**src/rtl/voff_pkg.sv**
```systemverilog
package voff_pkg;

  typedef enum logic [2:0] {
    VO_OK       = 3'd0,
    VO_UNDEF    = 3'd1,
    VO_TRAP_EL2 = 3'd2,
    VO_TRAP_EL3 = 3'd3,
    VO_MEM      = 3'd4,
    VO_FOREIGN  = 3'd5
  } vo_outcome_e;

  localparam logic [5:0] VO_TRAP_CLASS = 6'h18;

endpackage

```
**src/rtl/voff_decode.sv**
```systemverilog
module voff_decode #(
  parameter int IDX_W = 4
) (
  input  logic [1:0]       op0,
  input  logic [2:0]       op1,
  input  logic [3:0]       crn,
  input  logic [3:0]       crm,
  input  logic [2:0]       op2,
  output logic             hit,
  output logic [IDX_W-1:0] idx
);

  // Ownership depends on the fixed encoding only.
  always_comb begin
    hit = (op0 == 2'b11) && (op1 == 3'b100) && (crn == 4'hD) && (crm[3:1] == 3'b101);
    idx = IDX_W'({crm[0], op2});
  end

endmodule

```
**src/rtl/voff_policy.sv**
```systemverilog
module voff_policy
  import voff_pkg::*;
#(
  parameter int NUM_REGS = 16,
  parameter int IDX_W    = 4,
  parameter int CNT_W    = 5
) (
  input  logic                hit,
  input  logic [IDX_W-1:0]    idx,
  input  logic [1:0]          el,
  input  logic                feat_en,
  input  logic [CNT_W-1:0]    num_mon,
  input  logic [NUM_REGS-1:0] impl_mask,
  input  logic [2:0]          nv,
  input  logic                has_l3,
  input  logic                l3_en,
  input  logic                l3_trap,
  input  logic                undef_prio,
  input  logic                dbg_undef,
  output vo_outcome_e         outcome
);

  logic        present;
  vo_outcome_e l3_gate;

  always_comb begin
    present = feat_en && (CNT_W'(idx) < num_mon) && impl_mask[idx];
  end

  // Level-2 path when level 3 exists: the priority flag checks come first.
  always_comb begin
    if (undef_prio && l3_trap)      l3_gate = VO_UNDEF;
    else if (undef_prio && !l3_en)  l3_gate = VO_UNDEF;
    else if (!l3_en)                l3_gate = dbg_undef ? VO_UNDEF : VO_TRAP_EL3;
    else if (l3_trap)               l3_gate = dbg_undef ? VO_UNDEF : VO_TRAP_EL3;
    else                            l3_gate = VO_OK;
  end

  always_comb begin
    if (!hit) begin
      outcome = VO_FOREIGN;
    end else if (!present) begin
      outcome = VO_UNDEF;
    end else begin
      unique case (el)
        2'd0: outcome = VO_UNDEF;
        2'd1: begin
          if (nv[2] && nv[0])  outcome = VO_MEM;
          else if (nv[0])      outcome = VO_TRAP_EL2;
          else                 outcome = VO_UNDEF;
        end
        2'd2:    outcome = has_l3 ? l3_gate : VO_OK;
        default: outcome = VO_OK;
      endcase
    end
  end

endmodule

```
**src/rtl/voff_regfile.sv**
```systemverilog
module voff_regfile #(
  parameter int NUM_REGS = 16,
  parameter int DATA_W   = 64,
  parameter int IDX_W    = 4
) (
  input  logic              clk,
  input  logic              rst_n,
  input  logic              wr_en,
  input  logic [IDX_W-1:0]  wr_idx,
  input  logic [DATA_W-1:0] wr_data,
  input  logic [IDX_W-1:0]  rd_idx,
  output logic [DATA_W-1:0] rd_data
);

  logic [DATA_W-1:0] bank_q [NUM_REGS];

  for (genvar g = 0; g < NUM_REGS; g++) begin : g_slot
    logic              ld;
    logic [DATA_W-1:0] slot_d;

    always_comb begin
      ld     = wr_en && (wr_idx == IDX_W'(g));
      slot_d = wr_data;
    end

    always_ff @(posedge clk or negedge rst_n) begin
      if (!rst_n)   bank_q[g] <= '0;
      else if (ld)  bank_q[g] <= slot_d;
    end
  end

  always_comb begin
    rd_data = bank_q[rd_idx];
  end

endmodule

```
**src/rtl/voff_bank_top.sv**
```systemverilog
module voff_bank_top
  import voff_pkg::*;
#(
  parameter int              NUM_REGS = 16,
  parameter int              DATA_W   = 64,
  parameter int              ADDR_W   = 12,
  parameter logic [ADDR_W-1:0] NV_BASE = 12'hA80,
  localparam int             IDX_W    = $clog2(NUM_REGS),
  localparam int             CNT_W    = $clog2(NUM_REGS + 1),
  localparam int             STRIDE_SH = $clog2(DATA_W / 8)
) (
  input  logic                clk,
  input  logic                rst_n,
  input  logic                req_valid,
  input  logic [1:0]          req_op0,
  input  logic [2:0]          req_op1,
  input  logic [3:0]          req_crn,
  input  logic [3:0]          req_crm,
  input  logic [2:0]          req_op2,
  input  logic                req_write,
  input  logic [DATA_W-1:0]   req_wdata,
  input  logic [1:0]          req_el,
  input  logic                cfg_feat_en,
  input  logic [CNT_W-1:0]    cfg_num_mon,
  input  logic [NUM_REGS-1:0] cfg_impl_mask,
  input  logic [2:0]          cfg_nv,
  input  logic                cfg_has_l2,
  input  logic                cfg_has_l3,
  input  logic                cfg_l3_en,
  input  logic                cfg_l3_trap,
  input  logic                cfg_undef_prio,
  input  logic                cfg_dbg_undef,
  output logic                rsp_valid,
  output logic [2:0]          rsp_code,
  output logic [DATA_W-1:0]   rsp_rdata,
  output logic [ADDR_W-1:0]   rsp_addr,
  output logic [5:0]          rsp_syn
);

  // Reset synchroniser: asserts asynchronously, releases on the clock.
  logic [1:0] rst_pipe_q;
  logic       rst_sync_n;

  always_ff @(posedge clk or negedge rst_n) begin
    if (!rst_n) rst_pipe_q <= 2'b00;
    else        rst_pipe_q <= {rst_pipe_q[0], 1'b1};
  end

  assign rst_sync_n = rst_pipe_q[1];

  logic              enc_hit;
  logic [IDX_W-1:0]  enc_idx;
  vo_outcome_e       verdict;
  logic              live;
  logic              bank_we;
  logic [DATA_W-1:0] bank_rd;

  voff_decode #(.IDX_W(IDX_W)) u_dec (
    .op0 (req_op0),
    .op1 (req_op1),
    .crn (req_crn),
    .crm (req_crm),
    .op2 (req_op2),
    .hit (enc_hit),
    .idx (enc_idx)
  );

  voff_policy #(.NUM_REGS(NUM_REGS), .IDX_W(IDX_W), .CNT_W(CNT_W)) u_pol (
    .hit        (enc_hit),
    .idx        (enc_idx),
    .el         (req_el),
    .feat_en    (cfg_feat_en),
    .num_mon    (cfg_num_mon),
    .impl_mask  (cfg_impl_mask),
    .nv         (cfg_nv),
    .has_l3     (cfg_has_l3),
    .l3_en      (cfg_l3_en),
    .l3_trap    (cfg_l3_trap),
    .undef_prio (cfg_undef_prio),
    .dbg_undef  (cfg_dbg_undef),
    .outcome    (verdict)
  );

  // The bank is touched only by an accepted direct access with level 2 present.
  always_comb begin
    live    = req_valid && (verdict == VO_OK) && cfg_has_l2;
    bank_we = live && req_write;
  end

  voff_regfile #(.NUM_REGS(NUM_REGS), .DATA_W(DATA_W), .IDX_W(IDX_W)) u_bank (
    .clk     (clk),
    .rst_n   (rst_sync_n),
    .wr_en   (bank_we),
    .wr_idx  (enc_idx),
    .wr_data (req_wdata),
    .rd_idx  (enc_idx),
    .rd_data (bank_rd)
  );

  // Response stage: next-state logic.
  logic              valid_d, valid_q;
  logic [2:0]        code_d, code_q;
  logic [DATA_W-1:0] rdata_d, rdata_q;
  logic [ADDR_W-1:0] addr_d, addr_q;
  logic [5:0]        syn_d, syn_q;

  always_comb begin
    valid_d = req_valid;
    code_d  = verdict;
    rdata_d = (live && !req_write) ? bank_rd : '0;
    addr_d  = (verdict == VO_MEM) ? (NV_BASE + (ADDR_W'(enc_idx) << STRIDE_SH)) : '0;
    syn_d   = (verdict == VO_TRAP_EL2 || verdict == VO_TRAP_EL3) ? VO_TRAP_CLASS : 6'h00;
  end

  always_ff @(posedge clk or negedge rst_sync_n) begin
    if (!rst_sync_n) begin
      valid_q <= 1'b0;
      code_q  <= '0;
      rdata_q <= '0;
      addr_q  <= '0;
      syn_q   <= '0;
    end else begin
      valid_q <= valid_d;
      if (req_valid) begin
        code_q  <= code_d;
        rdata_q <= rdata_d;
        addr_q  <= addr_d;
        syn_q   <= syn_d;
      end
    end
  end

  assign rsp_valid = valid_q;
  assign rsp_code  = code_q;
  assign rsp_rdata = rdata_q;
  assign rsp_addr  = addr_q;
  assign rsp_syn   = syn_q;

endmodule

```
**config.mk**
```make
export PLATFORM = sky130hd
export DESIGN_NAME = voff_bank_top
export DESIGN_NICKNAME = d
export VERILOG_FILES = /design/src/rtl/voff_pkg.sv /design/src/rtl/voff_decode.sv /design/src/rtl/voff_policy.sv /design/src/rtl/voff_regfile.sv /design/src/rtl/voff_bank_top.sv
export SDC_FILE = /design/constraint.sdc
export NUM_CORES = 2
export LEC_CHECK = 0
export BUFFER_PORTS_ARGS = -buffer_cell sky130_fd_sc_hd__buf_2
export CAP_MARGIN = 20
export CELL_PAD_IN_SITES_DETAIL_PLACEMENT = 1
export CELL_PAD_IN_SITES_GLOBAL_PLACEMENT = 1
export CORE_UTILIZATION = 25
export CTS_CLUSTER_SIZE = 40
export DETAILED_ROUTE_END_ITERATION = 12
export GPL_ROUTABILITY_DRIVEN = 0
export PLACE_DENSITY_LB_ADDON = 0.2
export SLEW_MARGIN = 20
export SYNTH_ARGS = -nofsm -noshare
export SYNTH_HDL_FRONTEND = slang
export SYNTH_SLANG_ARGS = --single-unit
```
**constraint.sdc**
```tcl
create_clock -name clk -period 71.3 [get_ports clk]
set_clock_uncertainty 0.15 [all_clocks]
set_input_delay 3.565 -clock clk [delete_from_list [all_inputs] [get_ports clk]]
set_output_delay 3.565 -clock clk [all_outputs]
set_load 0.03 [all_outputs]
```
==> metrics.md <==
| Metric | Value |
|---|---|
| Result of the run | `complete, no violations` |
| Total power per unit cell area | `about 24 nW/µm²` |
| Final setup violation count | `0` |
| Initial antenna violation count | `34` |
| Area enclosed by the die boundary | `198,800 µm²` |
| Summed negative setup slack over all endpoints | `0 ns` |
| Internal reg-to-reg setup slack | `66.91 ns` |
| Distinct cells, synth | `44` |
| Data arrival at the endpoint of the critical path | `8.30 ns` |
| Number of cells traversed by the worst hold path | `0` |
| Leakage power summed over all cells | `27.06 nW` |
| Total number of yosys warnings | `0` |
| Relative contribution of the clock network to total power | `about half` |
| Total vias in the final route | `26,630` |
| Reg-to-Reg End | `rsp_rdata[35]` |
| Largest fanout of any net on the critical path | `58` |
| Number of clock buffers inserted by TritonCTS | `130` |
| Part of the total power dissipated in combinational logic | `about 3.6%` |
| First-pass GRT wire length | `218,300 µm` |
| Area share of the leading cell type in the synthesized netlist | `about 56%` |
| Number of DRC markers in iteration 0 | `1,234` |
| CTS root buf | `clkbuf_16` |
| HP Class | `reg -> reg` |
| Power dissipated by switching net loads | `313.7 µW` |
| Launch point of the worst reg-to-reg path | `rst_pipe_q[1]` |
| Max Buffers Root-to-Sink | `3` |
| CP Capture Type | `register` |
| Area growth, synth to finish | `16.28%` |
| H-tree levels | `4` |
| Number of hold violations in the final report | `0` |
| Worst setup path category | `in -> reg` |
| Post-synth top flop | `dfrtp_1` |
| Synthesized instance count | `about 3,000` |
| Residual DRC count | `0` |
| Vertical extent of the die | `445.8 µm` |
| Number of non-filler instances in the completed layout | `slightly below 6,000` |
| Post-synthesis average cell area | `16.64 µm²` |
| Peak supply drop | `about 0.021 mV` |
| Highest Clock Rate | `about 0.13 GHz` |
| Width of the die | `445.8 µm` |
| Max-cap violation count | `0` |
| Gr ovfl total | `0` |
| Worst rel slew slack | `25.92%` |
| Worst-path clk slew | `0.06 ns` |
| Cells on worst reg2reg path | `4` |
| Vias in the first global route | `approximately 30,000` |
| Number of buffers added to fix hold violations after cts | `0` |
| Count of nets left with antenna violations after detail routing | `0` |
| Design internal power | `1.038 mW` |
| Standard cell core area | `195,400 µm²` |
| Hold Path Origin | `rst_pipe_q[0]` |
| Fraction of power spent switching nets | `between 20% and 30%` |
| Final routed wire length divided by cell count | `24.75 µm` |
| Flip-flop and latch count after synthesis | `1,100` |
| Detailed placement HPWL | `79,180 µm` |
| Area of the multi-input gates | `20,330 µm²` |
| Postcts setup bufs | `0` |
| Required time at the endpoint of the critical path | `between 70 and 80 ns` |
| Boundary Pins | `about 200` |
| Sort of element at the start of the critical path | `primary input` |
| FP Rows | `about 160` |
| Setup repair after global routing missed its margin | `false` |
| Pin count of the biggest net entering global routing | `159` |
| Initial Util | `25.20%` |
| Number of flops mapped to enable cells by yosys | `0` |
| Net count of the finished layout | `about 3,200` |
| Transition time at the pin with the least slew margin | `approximately 1.1 ns` |
| Drt first pass iters | `4` |
| Total count of max-transition violations in the final report | `0` |
| Min Tclk post-route | `7.814 ns` |
| Post-synthesis sequential area ratio | `55.90%` |
| Number of sinks handled by clock tree synthesis | `~1,100` |
| Commonest cells after routing, fill and taps aside | `1,099 x dfrtp_1, 960 x mux2_2, 322 x mux4_2` |
| Cell area after synthesis | `49,240 µm²` |
| Most common library cell in the layout ignoring fill and taps | `dfrtp_1` |
| Dominant cell type by area after synthesis | `dfrtp_1` |
| Top cells by area, synth | `dfrtp_1 56%, mux2_2 22%, mux4_2 15%` |
| Share of cells above drive strength 1 | `a little under three fifths` |
| Cts repair resizes | `0` |
| IO Port Bufs | `about 190` |
| Fillers | `20,290` |
| Area occupied by registers | `27,530 µm²` |
| Overall global routing resource usage | `14.87%` |
| Clock latency of the later-clocked register in the worst-skew pair | `0.77 ns` |
| Routed WL | `143,800 µm` |
| Power share of the sequential group | `46.3%` |
| TritonCTS clock tree | `yes` |
| Placed Instances | `~5,600` |
| Period Utilization, post-route | `10.96%` |
| Worst-case hold path end point | `rst_pipe_q[1]` |
| Async SR Flop Fraction | `100.0%` |
| Via-per-instance ratio | `4.582` |
## flip-flops by register name, summed over array words and instances (netlist names)
signal,flops
rsp_addr,5
u_bank.bank_q,1024
rsp_syn,1
rsp_valid,1
rsp_code,3
rst_pipe_q,2
rsp_rdata,64
## critical path, stage by stage
cell and delay, ns:
buf_8 0.51, buf_4 0.77, nand2b_1 0.20, a21o_1 0.12
a211o_1 0.14, and2_1 0.64, or3_4 0.99, buf_4 0.80
mux2_2 0.41
## worst max path at each step
stage                        startpoint                 end  slack [ns]  cells after the start
after floorplan           rst_pipe_q[1]         rsp_addr[3]       38.22                      0
after global placement        req_valid  u_bank.bank_q[318]       62.37                      9
after detailed placement      req_valid  u_bank.bank_q[319]       62.37                      9
after CTS                     req_valid  u_bank.bank_q[319]       63.23                      9
after global routing         req_op2[0]  u_bank.bank_q[770]       63.17                      9
final                        req_op2[0]  u_bank.bank_q[770]       63.49                      9
## final cells by class
class	instances	share of cell area, %
Clock buffer	202	6.859
Sequential cell	1100	48.08
Clock inverter	33	0.6883
Timing Repair Buffer	253	2.640
Tap cell	2624	5.734
Inverter	71	0.4698
Multi-Input combinational cell	1522	35.50
Antenna cell	7	0.03059
## per-stage QoR
step / power [mW] / utilization, % / cell area [µm²] / hold slack (ns) / setup slack (ns)
final: 1.351 / 29.30 / 57260 / 0.1976 / 63.49
after global routing: 1.406 / 29.30 / 57250 / 0.2315 / 63.17
after CTS: 1.381 / 29.30 / 57240 / 0.2007 / 63.23
after detailed placement: 0.6881 / 27.08 / 52920 / 0.1872 / 62.37
after global placement: 0.6884 / 27.07 / 52890 / 0.1836 / 62.37
after floorplan: 0.6683 / - / 49270 / 0.1812 / 38.22
## routing by layer
| metal | track usage, % | part of all wire (%) | wire length, µm | vias up |
|---|---|---|---|---|
| met1 | 19.12 | 44 | 62690 | 14790 |
| met3 | 2.241 | 2.7 | 3912 | 206 |
| met4 | 4.124 | 2.2 | 3169 | 10 |
| li1 | - | - | - | 11290 |
| met5 | 0 | 0.042 | 61 | - |
| met2 | 25.83 | 51 | 73990 | 342 |
## logic make-up after synthesis
| group | share of synthesized area [%] |
|---|---|
| mux | 38.68 |
| flops | 55.90 |
| buf+inv | 3.003 |
| compound gates | 1.395 |
| simple gates | 0.9325 |
| fa+ha+maj | 0.07623 |
| other cells | 0.01525 |
## synth_stat cells (6+ instances only)
cell type and n:
dfrtp_1 1100, clkbuf_1 160, o2bb2ai_1 64, mux2_2 960
mux4_2 322, buf_2 66, inv_1 70, and4_1 6
mux2_4 60, nor2_1 17, nand2_1 15, buf_4 12
nor3_1 7, buf_1 30, buf_6 7
## power groups by stage
| stage | Combinational [mW] | Clock [mW] | Sequential, mW |
|---|---|---|---|
| 2_1_floorplan | 0.0223 | 0 | 0.646 |
| 3_3_place_gp | 0.0517 | 0 | 0.637 |
| 3_5_place_dp | 0.0515 | 0 | 0.637 |
| 4_1_cts | 0.0516 | 0.704 | 0.625 |
| 5_1_grt | 0.0551 | 0.726 | 0.625 |
| 6_report | 0.0491 | 0.677 | 0.625 |
Note: power is estimated with default switching activity, not from simulation.
